**src/rtl/pcg_pkg.sv**
```systemverilog
package pcg_pkg;

  typedef struct packed {
    logic       dst_sel;
    logic       imm_sel;
    logic [1:0] alu_mode;
  } ex_ctl_t;

  typedef struct packed {
    logic branch;
    logic mem_rd;
    logic mem_wr;
  } mem_ctl_t;

  typedef struct packed {
    logic reg_we;
    logic load_sel;
  } wb_ctl_t;

  typedef struct packed {
    ex_ctl_t  ex;
    mem_ctl_t mem;
    wb_ctl_t  wb;
  } ctl_t;

  localparam int EX_W  = $bits(ex_ctl_t);
  localparam int MEM_W = $bits(mem_ctl_t);
  localparam int WB_W  = $bits(wb_ctl_t);
  localparam int CTL_W = $bits(ctl_t);

endpackage

```
**src/rtl/pcg_decode.sv**
```systemverilog
module pcg_decode
  import pcg_pkg::*;
#(
  parameter int OPW       = 6,
  parameter int OP_RTYPE  = 0,
  parameter int OP_LOAD   = 35,
  parameter int OP_STORE  = 43,
  parameter int OP_BRANCH = 4
) (
  input  logic [OPW-1:0] op_i,
  output ctl_t           ctl_o
);

  localparam logic [OPW-1:0] C_RTYPE  = OPW'(OP_RTYPE);
  localparam logic [OPW-1:0] C_LOAD   = OPW'(OP_LOAD);
  localparam logic [OPW-1:0] C_STORE  = OPW'(OP_STORE);
  localparam logic [OPW-1:0] C_BRANCH = OPW'(OP_BRANCH);

  // Pure translation, no state; unknown opcodes fall to an all-zero bubble.
  always_comb begin
    ctl_o = '0;
    case (op_i)
      C_RTYPE: begin
        ctl_o.ex.dst_sel  = 1'b1;
        ctl_o.ex.alu_mode = 2'b10;
        ctl_o.wb.reg_we   = 1'b1;
      end
      C_LOAD: begin
        ctl_o.ex.imm_sel  = 1'b1;
        ctl_o.ex.alu_mode = 2'b00;
        ctl_o.mem.mem_rd  = 1'b1;
        ctl_o.wb.reg_we   = 1'b1;
        ctl_o.wb.load_sel = 1'b1;
      end
      C_STORE: begin
        ctl_o.ex.imm_sel  = 1'b1;
        ctl_o.ex.alu_mode = 2'b00;
        ctl_o.mem.mem_wr  = 1'b1;
      end
      C_BRANCH: begin
        ctl_o.ex.alu_mode = 2'b01;
        ctl_o.mem.branch  = 1'b1;
      end
      default: ctl_o = '0;
    endcase
  end

endmodule

```
**src/rtl/pcg_stage_reg.sv**
```systemverilog
module pcg_stage_reg #(
  parameter int W = 8
) (
  input  logic         clk,
  input  logic         rst_n,
  input  logic         en_i,
  input  logic [W-1:0] d_i,
  output logic [W-1:0] q_o
);

  logic [W-1:0] q_nxt;

  always_comb begin
    q_nxt = q_o;
    if (en_i) q_nxt = d_i;
  end

  always_ff @(posedge clk or negedge rst_n) begin
    if (!rst_n) q_o <= '0;
    else        q_o <= q_nxt;
  end

endmodule

```
**src/rtl/pipe_ctl_gen.sv**
```systemverilog
module pipe_ctl_gen
  import pcg_pkg::*;
#(
  parameter int IW        = 32,
  parameter int OPW       = 6,
  parameter int REGW      = 5,
  parameter int OP_RTYPE  = 0,
  parameter int OP_LOAD   = 35,
  parameter int OP_STORE  = 43,
  parameter int OP_BRANCH = 4
) (
  input  logic            clk,
  input  logic            rst_n,
  input  logic [IW-1:0]   instr_i,
  output logic            ex_dst_sel_o,
  output logic            ex_imm_sel_o,
  output logic [1:0]      ex_alu_mode_o,
  output logic [REGW-1:0] ex_dest_o,
  output logic            mem_branch_o,
  output logic            mem_rd_o,
  output logic            mem_wr_o,
  output logic [REGW-1:0] mem_dest_o,
  output logic            wb_reg_we_o,
  output logic            wb_load_sel_o,
  output logic [REGW-1:0] wb_dest_o
);

  // Field layout derived from the word width, opcode at the top.
  localparam int OP_LSB = IW - OPW;
  localparam int RS_LSB = OP_LSB - REGW;
  localparam int RT_LSB = RS_LSB - REGW;
  localparam int RD_LSB = RT_LSB - REGW;

  localparam int IDEX_W  = CTL_W + 2 * REGW;
  localparam int EXMEM_W = MEM_W + WB_W + REGW;
  localparam int MEMWB_W = WB_W + REGW;

  // Stage registers load on every cycle.
  localparam logic STAGE_EN = 1'b1;

  logic [OPW-1:0]  id_op;
  logic [REGW-1:0] id_rt;
  logic [REGW-1:0] id_rd;
  ctl_t            id_ctl;
  logic            unused_fields;

  assign id_op = instr_i[IW-1:OP_LSB];
  assign id_rt = instr_i[RT_LSB +: REGW];
  assign id_rd = instr_i[RD_LSB +: REGW];
  assign unused_fields = ^{instr_i[RS_LSB +: REGW], instr_i[RD_LSB-1:0]};

  pcg_decode #(
    .OPW      (OPW),
    .OP_RTYPE (OP_RTYPE),
    .OP_LOAD  (OP_LOAD),
    .OP_STORE (OP_STORE),
    .OP_BRANCH(OP_BRANCH)
  ) u_dec (
    .op_i (id_op),
    .ctl_o(id_ctl)
  );

  // Decode -> execute: full bundle plus both candidate destinations.
  logic [IDEX_W-1:0] idex_d, idex_q;
  ctl_t              ex_ctl;
  logic [REGW-1:0]   ex_rt, ex_rd, ex_dest;

  assign idex_d = {id_ctl, id_rt, id_rd};

  pcg_stage_reg #(.W(IDEX_W)) u_idex (
    .clk  (clk),
    .rst_n(rst_n),
    .en_i (STAGE_EN),
    .d_i  (idex_d),
    .q_o  (idex_q)
  );

  assign {ex_ctl, ex_rt, ex_rd} = idex_q;
  assign ex_dest = ex_ctl.ex.dst_sel ? ex_rd : ex_rt;

  // Execute -> memory: execute group is consumed and dropped.
  logic [EXMEM_W-1:0] exmem_d, exmem_q;
  mem_ctl_t           mem_ctl;
  wb_ctl_t            mem_wb;
  logic [REGW-1:0]    mem_dest;

  assign exmem_d = {ex_ctl.mem, ex_ctl.wb, ex_dest};

  pcg_stage_reg #(.W(EXMEM_W)) u_exmem (
    .clk  (clk),
    .rst_n(rst_n),
    .en_i (STAGE_EN),
    .d_i  (exmem_d),
    .q_o  (exmem_q)
  );

  assign {mem_ctl, mem_wb, mem_dest} = exmem_q;

  // Memory -> write-back: only the write-back group and destination remain.
  logic [MEMWB_W-1:0] memwb_d, memwb_q;
  wb_ctl_t            wb_ctl;
  logic [REGW-1:0]    wb_dest;

  assign memwb_d = {mem_wb, mem_dest};

  pcg_stage_reg #(.W(MEMWB_W)) u_memwb (
    .clk  (clk),
    .rst_n(rst_n),
    .en_i (STAGE_EN),
    .d_i  (memwb_d),
    .q_o  (memwb_q)
  );

  assign {wb_ctl, wb_dest} = memwb_q;

  assign ex_dst_sel_o  = ex_ctl.ex.dst_sel;
  assign ex_imm_sel_o  = ex_ctl.ex.imm_sel;
  assign ex_alu_mode_o = ex_ctl.ex.alu_mode;
  assign ex_dest_o     = ex_dest;
  assign mem_branch_o  = mem_ctl.branch;
  assign mem_rd_o      = mem_ctl.mem_rd;
  assign mem_wr_o      = mem_ctl.mem_wr;
  assign mem_dest_o    = mem_dest;
  assign wb_reg_we_o   = wb_ctl.reg_we;
  assign wb_load_sel_o = wb_ctl.load_sel;
  assign wb_dest_o     = wb_dest;

endmodule

```
**config.mk**
```make
export PLATFORM = sky130hd
export DESIGN_NAME = pipe_ctl_gen
export DESIGN_NICKNAME = d
export VERILOG_FILES = /design/src/rtl/pcg_pkg.sv /design/src/rtl/pcg_decode.sv /design/src/rtl/pcg_stage_reg.sv /design/src/rtl/pipe_ctl_gen.sv
export SDC_FILE = /design/constraint.sdc
export NUM_CORES = 1
export LEC_CHECK = 0
export ABC_AREA = 1
export ABC_CLOCK_PERIOD_IN_PS = 1100
export BUFFER_PORTS_ARGS = -buffer_cell sky130_fd_sc_hd__buf_2
export CAP_MARGIN = 20
export CORE_ASPECT_RATIO = 0.9
export CORE_MARGIN = 3
export CORE_UTILIZATION = 43
export DETAILED_ROUTE_END_ITERATION = 10
export PLACE_DENSITY_LB_ADDON = 0.2
export SYNTH_ARGS = -nofsm -noshare
export SYNTH_HDL_FRONTEND = slang
export SYNTH_SLANG_ARGS = --single-unit
```
**constraint.sdc**
```tcl
create_clock -name clk -period 1.1 [get_ports clk]
set_input_delay 0 -clock clk [delete_from_list [all_inputs] [get_ports clk]]
set_output_delay 0 -clock clk [all_outputs]
set_load 0.03 [all_outputs]
```
[Word-level counts from Yosys, hierarchy flattened]
Index checks and enable logic that the tools add are counted.
Storage, ports and cells
  register bits: 36
  bits of input ports: 34
  output and inout bits: 24
  word-level logic and storage cells: 17
Operators by class
  eq/ne operators: 3
  muxes and demuxes: 8
  reduce and logical (&&, ||, !) cells: 3
Operators by type and width (number)
  == test 6 bit, second input constant: 2
  == test 6 x 3 -> 1 bit, second input constant: 1
  zero test 6 bit: 1
  two-way mux 1 bit: 6
  two-way mux 5 bit: 1
  one-hot mux 2 bit (2 select lines): 1
  OR reduction 2 bit: 2

[Logic depth before layout (Yosys ltp)]
Gate-level depths: netlist of run 1.
  depth in word-level cells: 3
  gate-level depth with buffers: 4
  depth with buffers taken out: 4

[Modules after synthesis]
Synthesis of run 1 repeated with hierarchy kept, for this count alone.
Unflattened totals
  cells, all modules: 192
  area, all modules: 1547.7 um^2
By module, submodules not included
  pcg_stage_reg (u_idex): instances 1, cells each 80, area each 738.2 um^2
  pcg_stage_reg (u_exmem): instances 1, cells each 42, area each 377.9 um^2
  pcg_stage_reg (u_memwb): instances 1, cells each 30, area each 269.0 um^2
  pcg_decode: instances 1, cells each 23, area each 98.8 um^2
  pipe_ctl_gen: instances 1, cells each 17, area each 63.8 um^2

[Worst setup path before layout of run 1]
Ideal clock, no wire load.
  kind: reg2reg
  start: register u_idex.q_o[18]
  end: register u_exmem.q_o[0]
  data arrival time: 1180 ps
  required time: 919 ps
  setup slack: -262 ps
  stages on the path, launching flop included: 3
  period minus slack after synthesis: 1362 ps
  cells stage by stage: dfrtp_1 > buf_2 > o21ai_1
On the way
  cells in the longest elaborated chain, start to end: 1
RTL lines
  start: declaration: line pcg_stage_reg.sv:8  | output logic [W-1:0] q_o
  start signal: assignment: line pcg_stage_reg.sv:20  | else q_o <= q_nxt;
  two-way mux 5 bit: line pipe_ctl_gen.sv:79  | assign ex_dest = ex_ctl.ex.dst_sel ? ex_rd : ex_rt;
  via ex_dest_o[0]: line pipe_ctl_gen.sv:18  | output logic [REGW-1:0] ex_dest_o,
  end signal: assignment: line pcg_stage_reg.sv:20
  end: declaration: line pcg_stage_reg.sv:8
The timed path passes the listed nets, and every way through them passes these cells.

[Worst setup path after layout of run 1]
  start: register u_idex.q_o[18]
  end: output ex_dest_o[0]
On the way
  cells in the longest elaborated chain, start to end: 1
RTL lines (line)
  two-way mux 5 bit: pipe_ctl_gen.sv:79
  end: declaration: pipe_ctl_gen.sv:18
No other way between the ends.

==> results of run 1 <==
layout by cell type (no fill, tap or decap), drive strengths merged:
cell         netlist  final
dlygate4sd3        0     18
nand2             10     10
o21ai              5      5
inv               11     11
nand3              2      2
clkbuf             0      7
dfrtp             33     33
nor2               7      7
or2                1      1
buf                8     43
cell families after synthesis:
group | count (synthesis) | synth area share, %
AND/OR/NAND/NOR | 20 | 7.78
AO/OA/AOI/OAI | 5 | 2.43
buffers and inverters | 19 | 9.60
flip-flops | 33 | 80.2
per-stage QoR:
stage / utilization (%) / hold WS (ns) / TNS (ns) / instance area [um^2]
2_1_floorplan: - / -0.296 / 0 / 1090
3_3_place_gp: 58.3 / -0.0761 / 0 / 1290
3_5_place_dp: 58.3 / -0.0671 / 0 / 1290
4_1_cts: 71.3 / 0.0143 / -0.724 / 1580
5_1_grt: 70.8 / 0.00932 / -0.781 / 1570
6_report: 70.8 / -0.00853 / -0.424 / 1570
final cells by class:
type	instances	area, um^2
multi-input cells	25	174
repair buffers	61	444
flip-flops and latches	33	826
fillers	167	648
inverters	11	41.3
clock buffers	7	55.1
well taps	27	33.8
worst max-delay path: stages (launching register included):
cell and delay, ns:
dfrtp_1 0.41, buf_12 0.16, o21ai_4 0.16, buf_6 0.15
routing by layer:
metal  wire length (um)  up-vias  part of all wire [%]  GRT usage [%]
met5                  0        -                     0              0
met4                 24        0                   1.2           5.79
met3                172        4                   8.9           8.13
met2               1020       29                    52           25.6
met1                729      325                    38           17.6
li1                   -      340                     -              -
worst min path at each step:
stage                      from        endpoint  slack, ns  cells past startpoint
floorplan                 rst_n  u_exmem.q_o[0]      -0.30                      0
global placement          rst_n  u_memwb.q_o[5]      -0.08                      1
detailed placement        rst_n  u_memwb.q_o[6]      -0.07                      1
CTS                 instr_i[27]  u_idex.q_o[12]       0.01                      5
global route        instr_i[30]  u_idex.q_o[13]      0.009                      4
finish              instr_i[30]  u_idex.q_o[12]     -0.009                      4
repair_timing:
item / 4_1_cts / 5_1_grt
hold buffers: 19 / 0
pin swaps: 0 / 3
resized for setup: 15 / 0
endpoints found under the setup margin: 5 / 7
endpoints found under the hold margin: 50 / 0
report_power, final:
| group | leakage (nW) | total (mW) | switching [mW] | internal (mW) |
|---|---|---|---|---|
| clock network | 0.0314 | 0.664 | 0.363 | 0.301 |
| logic | 0.408 | 0.276 | 0.155 | 0.121 |
| registers | 0.414 | 1.27 | 0.0150 | 1.26 |
sequential cells by signal, indices dropped and copies added, names as in the netlist:
signal and cells:
u_exmem.q_o 9, u_idex.q_o 17, u_memwb.q_o 7
==> metrics, run 1 <==
status=finished, violations left; failing checks=negative hold slack, negative setup slack; startpoint of the worst-slack reg-to-reg timing path=u_idex.q_o[18]; share of layout cells above drive strength 1=43.1%; GRT Resource Usage Total=15.7%; Worst Setup EP=ex_dest_o[0]; relative slew slack=76.1%; mean post-synth cell area=13.4 um^2; Hold Path Class=input pin to flip-flop; Synth top area share=80.2%; RSZ-0062 raised after global routing=yes; Max Fanout on Critical Path=11; Worst VDD drop=1100 uV; Die Height=approximately 52 um; Ys Warns=0; non-filler instance count after layout=164; DR vias=between 600 and 700; Worst-Margin Slew=0.359 ns; final WL=about 1900 um; Die Area=slightly above 3000 um^2; initial core utilization=approximately 46%; crit path time final=1.20 ns; post-synthesis sequential area ratio=80.2%; pre-CTS WS=0.202 ns; TritonRoute pass-1 iters=2; Synth Instances=77; distinct cell type count after synthesis=9; Fmax=0.834 GHz; Setup crit end kind=output port; chip width=57.6 um; Async SR Flop Fraction=100%; R2R Setup Slk=0.28 ns; Seq cells post-synth=33; fin nets=between 150 and 200; Clk Latency, worst-skew pair=0.32 ns; R2R Path End=u_exmem.q_o[3]; Reg2Reg Depth=3; CORE AREA=~2200 um^2; clk_skew=between 0.002 and 0.003 ns; prevailing post-synth register cell=dfrtp_1; FP Rows=16; Iteration-0 DRC Markers=6; clock-pin transition on the worst setup and hold timing paths=0.09 ns; Max Slew Vio Count=0; Post-CTS Setup Bufs=0; initial antenna violation count=0; commonest cells in the netlist=dfrtp_1, inv_1, nand2_1, buf_4, nor2_1; Crit Path Category=flip-flop to output port; fin crit share=109%; CTS Root Cell=clkbuf_4; Area Overhead vs Synth=52.9%; DP HPWL=1250 um; placed cells=139; post-route setup slack=-0.0983 ns; most frequent cell after synthesis=dfrtp_1; leakage power total=0.853 nW; CTS H-tree depth=2; Pwr Total=2.21 mW; top cell type by total area after synthesis=dfrtp_1; first-pass GRT wire length=3290 um; synthesized cell area=roughly 1000 um^2; Final Setup Violations=5; Hold Violations, Final=2; largest net degree at the start of global routing=18; hold slack final=-0.00853 ns; Critical Path Start Type=flip-flop; PD cells=1410 nW/um^2; DRT antenna net count=0; Max-Cap Viols=0; Post-route DRC=0; n_diodes=0; Vias/cell=4.26; io pins=58; synth top area cells=dfrtp_1, buf_4, inv_1; Post-synth EDFFs=0; # clock sinks=33; Num CTS Buffers=5; Placer Congestion=0.646; CTS max path bufs=2; CP startpoint=u_idex.q_o[18]; vias in the first global route=724; drt wl/cell=11.8 um; Buffers on Ports=41; Critical Path RT=approximately 1.1 ns; CTS tree=yes; syn_nets=111; total grt overflow=0; Critical Path AT=1.20 ns
(Power assumes the default switching activity.)
==> run 2, diff against run 1 <==
--- a/config.mk
+++ b/config.mk
@@ -6,14 +6,14 @@
 export NUM_CORES = 1
 export LEC_CHECK = 0
 export ABC_AREA = 1
-export ABC_CLOCK_PERIOD_IN_PS = 1100
+export ABC_CLOCK_PERIOD_IN_PS = 1400
 export BUFFER_PORTS_ARGS = -buffer_cell sky130_fd_sc_hd__buf_2
 export CAP_MARGIN = 20
 export CORE_ASPECT_RATIO = 0.9
 export CORE_MARGIN = 3
 export CORE_UTILIZATION = 43
 export DETAILED_ROUTE_END_ITERATION = 10
-export PLACE_DENSITY_LB_ADDON = 0.2
+export PLACE_DENSITY_LB_ADDON = 0.25
 export SYNTH_ARGS = -nofsm -noshare
 export SYNTH_HDL_FRONTEND = slang
 export SYNTH_SLANG_ARGS = --single-unit
==> constraint.sdc (replaced) <==
create_clock -name clk -period 1.4 [get_ports clk]
set_input_delay 0 -clock clk [delete_from_list [all_inputs] [get_ports clk]]
set_output_delay 0 -clock clk [all_outputs]
set_load 0.03 [all_outputs]
==> run 2 against run 1 <==
Global-route usage shrank 2.2 points. Clock power shrank 29%. Utilization shrank 6.0 points. Sequential share of layout area grew 4.9 points. Combinational power shrank 33%. Register-to-register slack gained 0.36 ns. The run now ends clean. Critical path type is now input pin to flip-flop. Via count shrank 1.9%.
==> metrics, run 2 (synthesis results as in run 1) <==
status=finished, final reports clean; Post-CTS Setup Bufs=0; CTS max path bufs=2; CP startpoint=instr_i[26]; Setup crit end kind=flip-flop; most frequent CP cell=dlygate4sd3_1; DP HPWL=1140 um; share of layout cells above drive strength 1=34.6%; final WL=1740 um; fin nets=169; first-pass GRT wire length=2850 um; # clock sinks=33; Hold Violations, Final=0; Cell Chain, Critical Path=dlygate4sd3_1 > buf_2 > nor2_1 > dlygate4sd3_1 > nand3_1 > nand2_1; Area Overhead vs Synth=40.0%; PD cells=approximately 1100 nW/um^2; internal power=1.26 mW; Post-route DRC=0; Fmax=0.784 GHz; relative slew slack=54.7%; Buffers on Ports=41; biggest regs=u_idex.q_o x17, u_exmem.q_o x9, u_memwb.q_o x7; leakage power total=~0.80 nW; FP Rows=16; Worst VDD drop=835 uV; hold wc startpoint=instr_i[31]; crit-path leading delay family=buffers and inverters; GRT Resource Usage Total=13.5%; combinational share of power=approximately 11%; Max Slew Vio Count=0; total grt overflow=0; drt wl/cell=about 11 um; CP max stage delay=0.58 ns; TNS Setup=0 ns; fin crit share=slightly above 90%; crit path time final=roughly 1.3 ns; CP max stage cell=dlygate4sd3_1; NetSw=approximately 0.4 mW; most frequent cells in the layout=buf_2, dfrtp_1, dlygate4sd3_1; TritonRoute pass-1 iters=4; RSZ-0062 raised after global routing=no; initial antenna violation count=0; clock-pin transition on the worst setup and hold timing paths=0.09 ns; Die Area=3020 um^2; Num CTS Buffers=5; max FFs per register=17; Critical Path AT=1.53 ns; largest register by flop count=u_idex.q_o; sw frac=approximately a quarter; CTS tree=yes; initial core utilization=between 40 and 50%; startpoint of the worst-slack reg-to-reg timing path=u_idex.q_o[18]; Worst-Margin Slew=0.680 ns; Die Height=52.4 um; Final Setup Violations=0; Critical Path Start Type=input pin; Max Fanout on Critical Path=3; Crit Path Category=input pin to flip-flop; Sequential Power Share=60.3%; CTS H-tree depth=2; Layout Utilization=64.9%; Iteration-0 DRC Markers=12; Hold Path Class=input pin to flip-flop; Filler Cell Count=180; n_diodes=0; io pins=58; CORE AREA=2220 um^2; hold slack final=0.0105 ns; share of total power in the clock network=between 20% and 30%; vias in the first global route=713; commonest non-fill, non-tap cell in the layout=buf_2; Buf/Inv on CP=3; Max-Cap Viols=0; Clk Latency, worst-skew pair=0.32 ns; chip width=57.6 um; CTS Root Cell=clkbuf_4; DRT antenna net count=0; Critical Path RT=roughly 1.7 ns; Placer Congestion=0.707; largest net degree at the start of global routing=34; Vias/cell=roughly 4.2; clk_skew=approximately 0.0067 ns; DR vias=685
-- run 2: cell types whose count changed in the layout (fill, tap and decap cells not counted) --
cell,change
o21ai_4,-5
buf_2,+5
dfrtp_1,-1
buf_12,-1
nand2_1,+5
clkbuf_1,+2
clkbuf_8,-1
o21ai_1,+5
nand2_2,-5
buf_6,-5
dfrtp_2,+1
buf_4,-1
-- run 2: final timing paths --
path	end	slack [ns]	depth (start not counted)
hold / removal	u_idex.q_o[16]	0.01	4
min in group asynchronous	u_idex.q_o[5]	0.25	2
setup / recovery	u_idex.q_o[11]	0.12	6
setup reg to reg	u_exmem.q_o[3]	0.64	2
hold reg to reg	u_memwb.q_o[6]	0.35	0
max in group asynchronous	u_idex.q_o[18]	0.67	2
-- run 2: what timing repair did --
action | in CTS | in global routing
hold buffers | 18 | 0
gates resized for setup | 0 | 1
setup endpoints to repair | 0 | 2
hold endpoints to repair | 50 | 0
-- run 2: layer usage --
layer / track usage, % / share of wire [%]
met1: 12.7 / 34
met4: 6.95 / 2.7
met2: 23.9 / 54
met5: 0 / 0
met3: 7.14 / 9.3
-- run 2: area by class of cell --
class	instances	area (um^2)	share of cell area, %
well taps	27	33.8	2.34
multi-input cells	25	105	7.29
clock buffers	8	48.8	3.39
inverters	11	41.3	2.86
repair buffers	59	385	26.7
flip-flops and latches	33	827	57.4
-- run 2: power groups by stage --
stage / registers [mW] / clock network, mW / logic, mW
floorplan: 1.04 / 0 / 0.0683
global placement: 1.02 / 0 / 0.148
detailed placement: 1.02 / 0 / 0.152
CTS: 0.999 / 0.494 / 0.188
global route: 1.00 / 0.541 / 0.202
finish: 0.999 / 0.472 / 0.185
-- run 2: stage by stage --
step,cells,area (um^2),power (mW),setup WS (ns)
finish,163,1440,1.66,0.124
global route,163,1440,1.75,0.0530
CTS,163,1440,1.68,0.0899
detailed placement,137,1210,1.17,0.452
global placement,137,1210,1.16,0.467
floorplan,77,1030,1.11,0.0383
-- run 2: worst register-to-register path, stage by stage (launching register included) --
cell and delay [ns]:
dfrtp_2 0.48, nand2_1 0.10, o21ai_1 0.07
==> run 3, diff against run 2 <==
--- a/config.mk
+++ b/config.mk
@@ -14,6 +14,7 @@
 export CORE_UTILIZATION = 43
 export DETAILED_ROUTE_END_ITERATION = 10
 export PLACE_DENSITY_LB_ADDON = 0.25
+export RECOVER_POWER = 50
 export SYNTH_ARGS = -nofsm -noshare
 export SYNTH_HDL_FRONTEND = slang
 export SYNTH_SLANG_ARGS = --single-unit
==> run 3 against run 2 <==
First-iteration DRC count unchanged. Setup slack is the same. Clock-buffer cell count stayed put. Sequential power hardly changed. Power about the same. Critical path depth did not move. Worst hold slack gained 0.0014 ns. Clock power about the same. Cell count unchanged.
==> metrics, run 3 (synthesis results as in run 1) <==
status=finished, final reports clean; Die Height=52.4 um; placed cells=137; initial core utilization=46.3%; internal power=1.26 mW; most frequent CP cell=dlygate4sd3_1; first-pass GRT wire length=around 2800 um; hold depth=4; Area after DPL=1210 um^2; cell area after layout=1440 um^2; CP max stage cell=dlygate4sd3_1; Max Slew Vio Count=0; R2R Path End=u_exmem.q_o[1]; Buffers on Ports=between 40 and 50; # clock sinks=33; final WL=1740 um; chip width=57.6 um; DRT antenna net count=0; Cell Chain, Critical Path=dlygate4sd3_1 > buf_2 > nor2_1 > dlygate4sd3_1 > nand3_1 > nand2_1; Worst Hold End=u_idex.q_o[16]; GRT Resource Usage Total=13.5%; Sequential Power Share=60.3%; FP Rows=16; Iteration-0 DRC Markers=12; R2R Setup Slk=~0.60 ns; clock-pin transition on the worst setup and hold timing paths=0.09 ns; DR vias=685; CTS tree=yes; largest register by flop count=u_idex.q_o; Hold Path Class=input pin to flip-flop; share of layout cells above drive strength 1=between 30 and 40%; PD cells=approximately 1100 nW/um^2; Die Area=3020 um^2; non-filler instance count after layout=163; Reg2Reg Depth=1; Crit Path Category=input pin to flip-flop; TritonRoute pass-1 iters=4; Num CTS Buffers=5; fin nets=169; relative slew slack=49.6%; sw frac=23.8%; CP max stage delay=about 0.58 ns; CTS H-tree depth=2; io pins=58; Hold Violations, Final=0; Critical Path AT=1.53 ns; CORE AREA=2220 um^2; vias in the first global route=713; Worst VDD drop=835 uV; share of total power in the clock network=between 20% and 30%; CTS max path bufs=2; CP startpoint=instr_i[26]; Clk Latency, worst-skew pair=0.32 ns; Area Overhead vs Synth=39.9%; fin crit share=about nine tenths; Post-CTS Setup Bufs=0; CTS Root Cell=clkbuf_4; Worst-Margin Slew=0.757 ns; Critical Path Start Type=input pin; hold wc startpoint=instr_i[31]; initial antenna violation count=0; Placer Congestion=between 0.7 and 0.8; hold slack final=~0.012 ns; n_diodes=0; Max-Cap Viols=0; commonest non-fill, non-tap cell in the layout=buf_2; DP HPWL=roughly 1100 um; Fmax=approximately 0.78 GHz; biggest regs=u_idex.q_o x17, u_exmem.q_o x9, u_memwb.q_o x7; clk_skew=0.00673 ns; RSZ-0062 raised after global routing=no; Vias/cell=around 4.2; leakage power total=0.801 nW; Filler Cell Count=roughly 180; startpoint of the worst-slack reg-to-reg timing path=u_idex.q_o[18]; Final Setup Violations=0; most frequent cells in the layout=buf_2, dfrtp_1, dlygate4sd3_1; Pwr Total=1.66 mW; crit path time final=1.28 ns; Post-route DRC=0; total grt overflow=0; NetSw=0.395 mW; Setup crit end kind=flip-flop; TNS Setup=0 ns; drt wl/cell=around 11 um; Critical Path RT=between 1.5 and 2 ns; max FFs per register=17; combinational share of power=11.2%; largest net degree at the start of global routing=34; Max Fanout on Critical Path=3
==> run 3: changes by cell type in the layout (fill, tap and decap cells not counted), sizes merged <==
cell,delta
buf,-2
clkbuf,+2
==> run 3: final cells by class <==
class / count / area, um^2 / area share, %
Timing Repair Buffer: 59 / 384 / 26.7
Tap cell: 27 / 33.8 / 2.35
Sequential cell: 33 / 827 / 57.4
Clock buffer: 8 / 48.8 / 3.39
Inverter: 11 / 41.3 / 2.87
Multi-Input combinational cell: 25 / 105 / 7.30
==> run 3: power groups by stage <==
| stage | Combinational (mW) | Clock [mW] | Sequential, mW |
|---|---|---|---|
| 2_1_floorplan | 0.0683 | 0 | 1.04 |
| 4_1_cts | 0.188 | 0.494 | 0.999 |
| 6_report | 0.185 | 0.472 | 0.999 |
| 3_5_place_dp | 0.152 | 0 | 1.02 |
| 3_3_place_gp | 0.148 | 0 | 1.02 |
| 5_1_grt | 0.201 | 0.541 | 1.00 |
==> run 3: worst max-delay path by stage <==
stage               depth (start not counted)        endpoint
floorplan                                   2  u_exmem.q_o[0]
global placement                            3    ex_dest_o[4]
detailed placement                          3    ex_dest_o[3]
CTS                                         3    ex_dest_o[3]
global route                                2    ex_dest_o[3]
finish                                      6  u_idex.q_o[11]
==> run 3: what timing repair did <==
action	in CTS	in global routing
endpoints found under the hold margin	50	0
resized for setup	0	1
hold buffers	18	0
endpoints found under the setup margin	0	2
==> run 3: per-stage QoR <==
| stage | util [%] | setup WS [ns] |
|---|---|---|
| after floorplan | - | 0.0383 |
| after global placement | 54.5 | 0.467 |
| after detailed placement | 54.5 | 0.452 |
| after CTS | 64.8 | 0.0899 |
| after global routing | 64.8 | 0.0469 |
| final | 64.8 | 0.124 |
==> run 3: layer usage <==
layer,global-route usage (%),share of wire [%]
met4,6.95,2.7
met5,0,0
met3,7.14,9.3
met1,12.7,34
met2,23.9,54
==> run 3: worst max-delay path: cells and delay by family <==
kind / cells / cell delay, ns
AND/OR/NAND/NOR: 3 / 0.29
buffers and inverters: 3 / 1.24
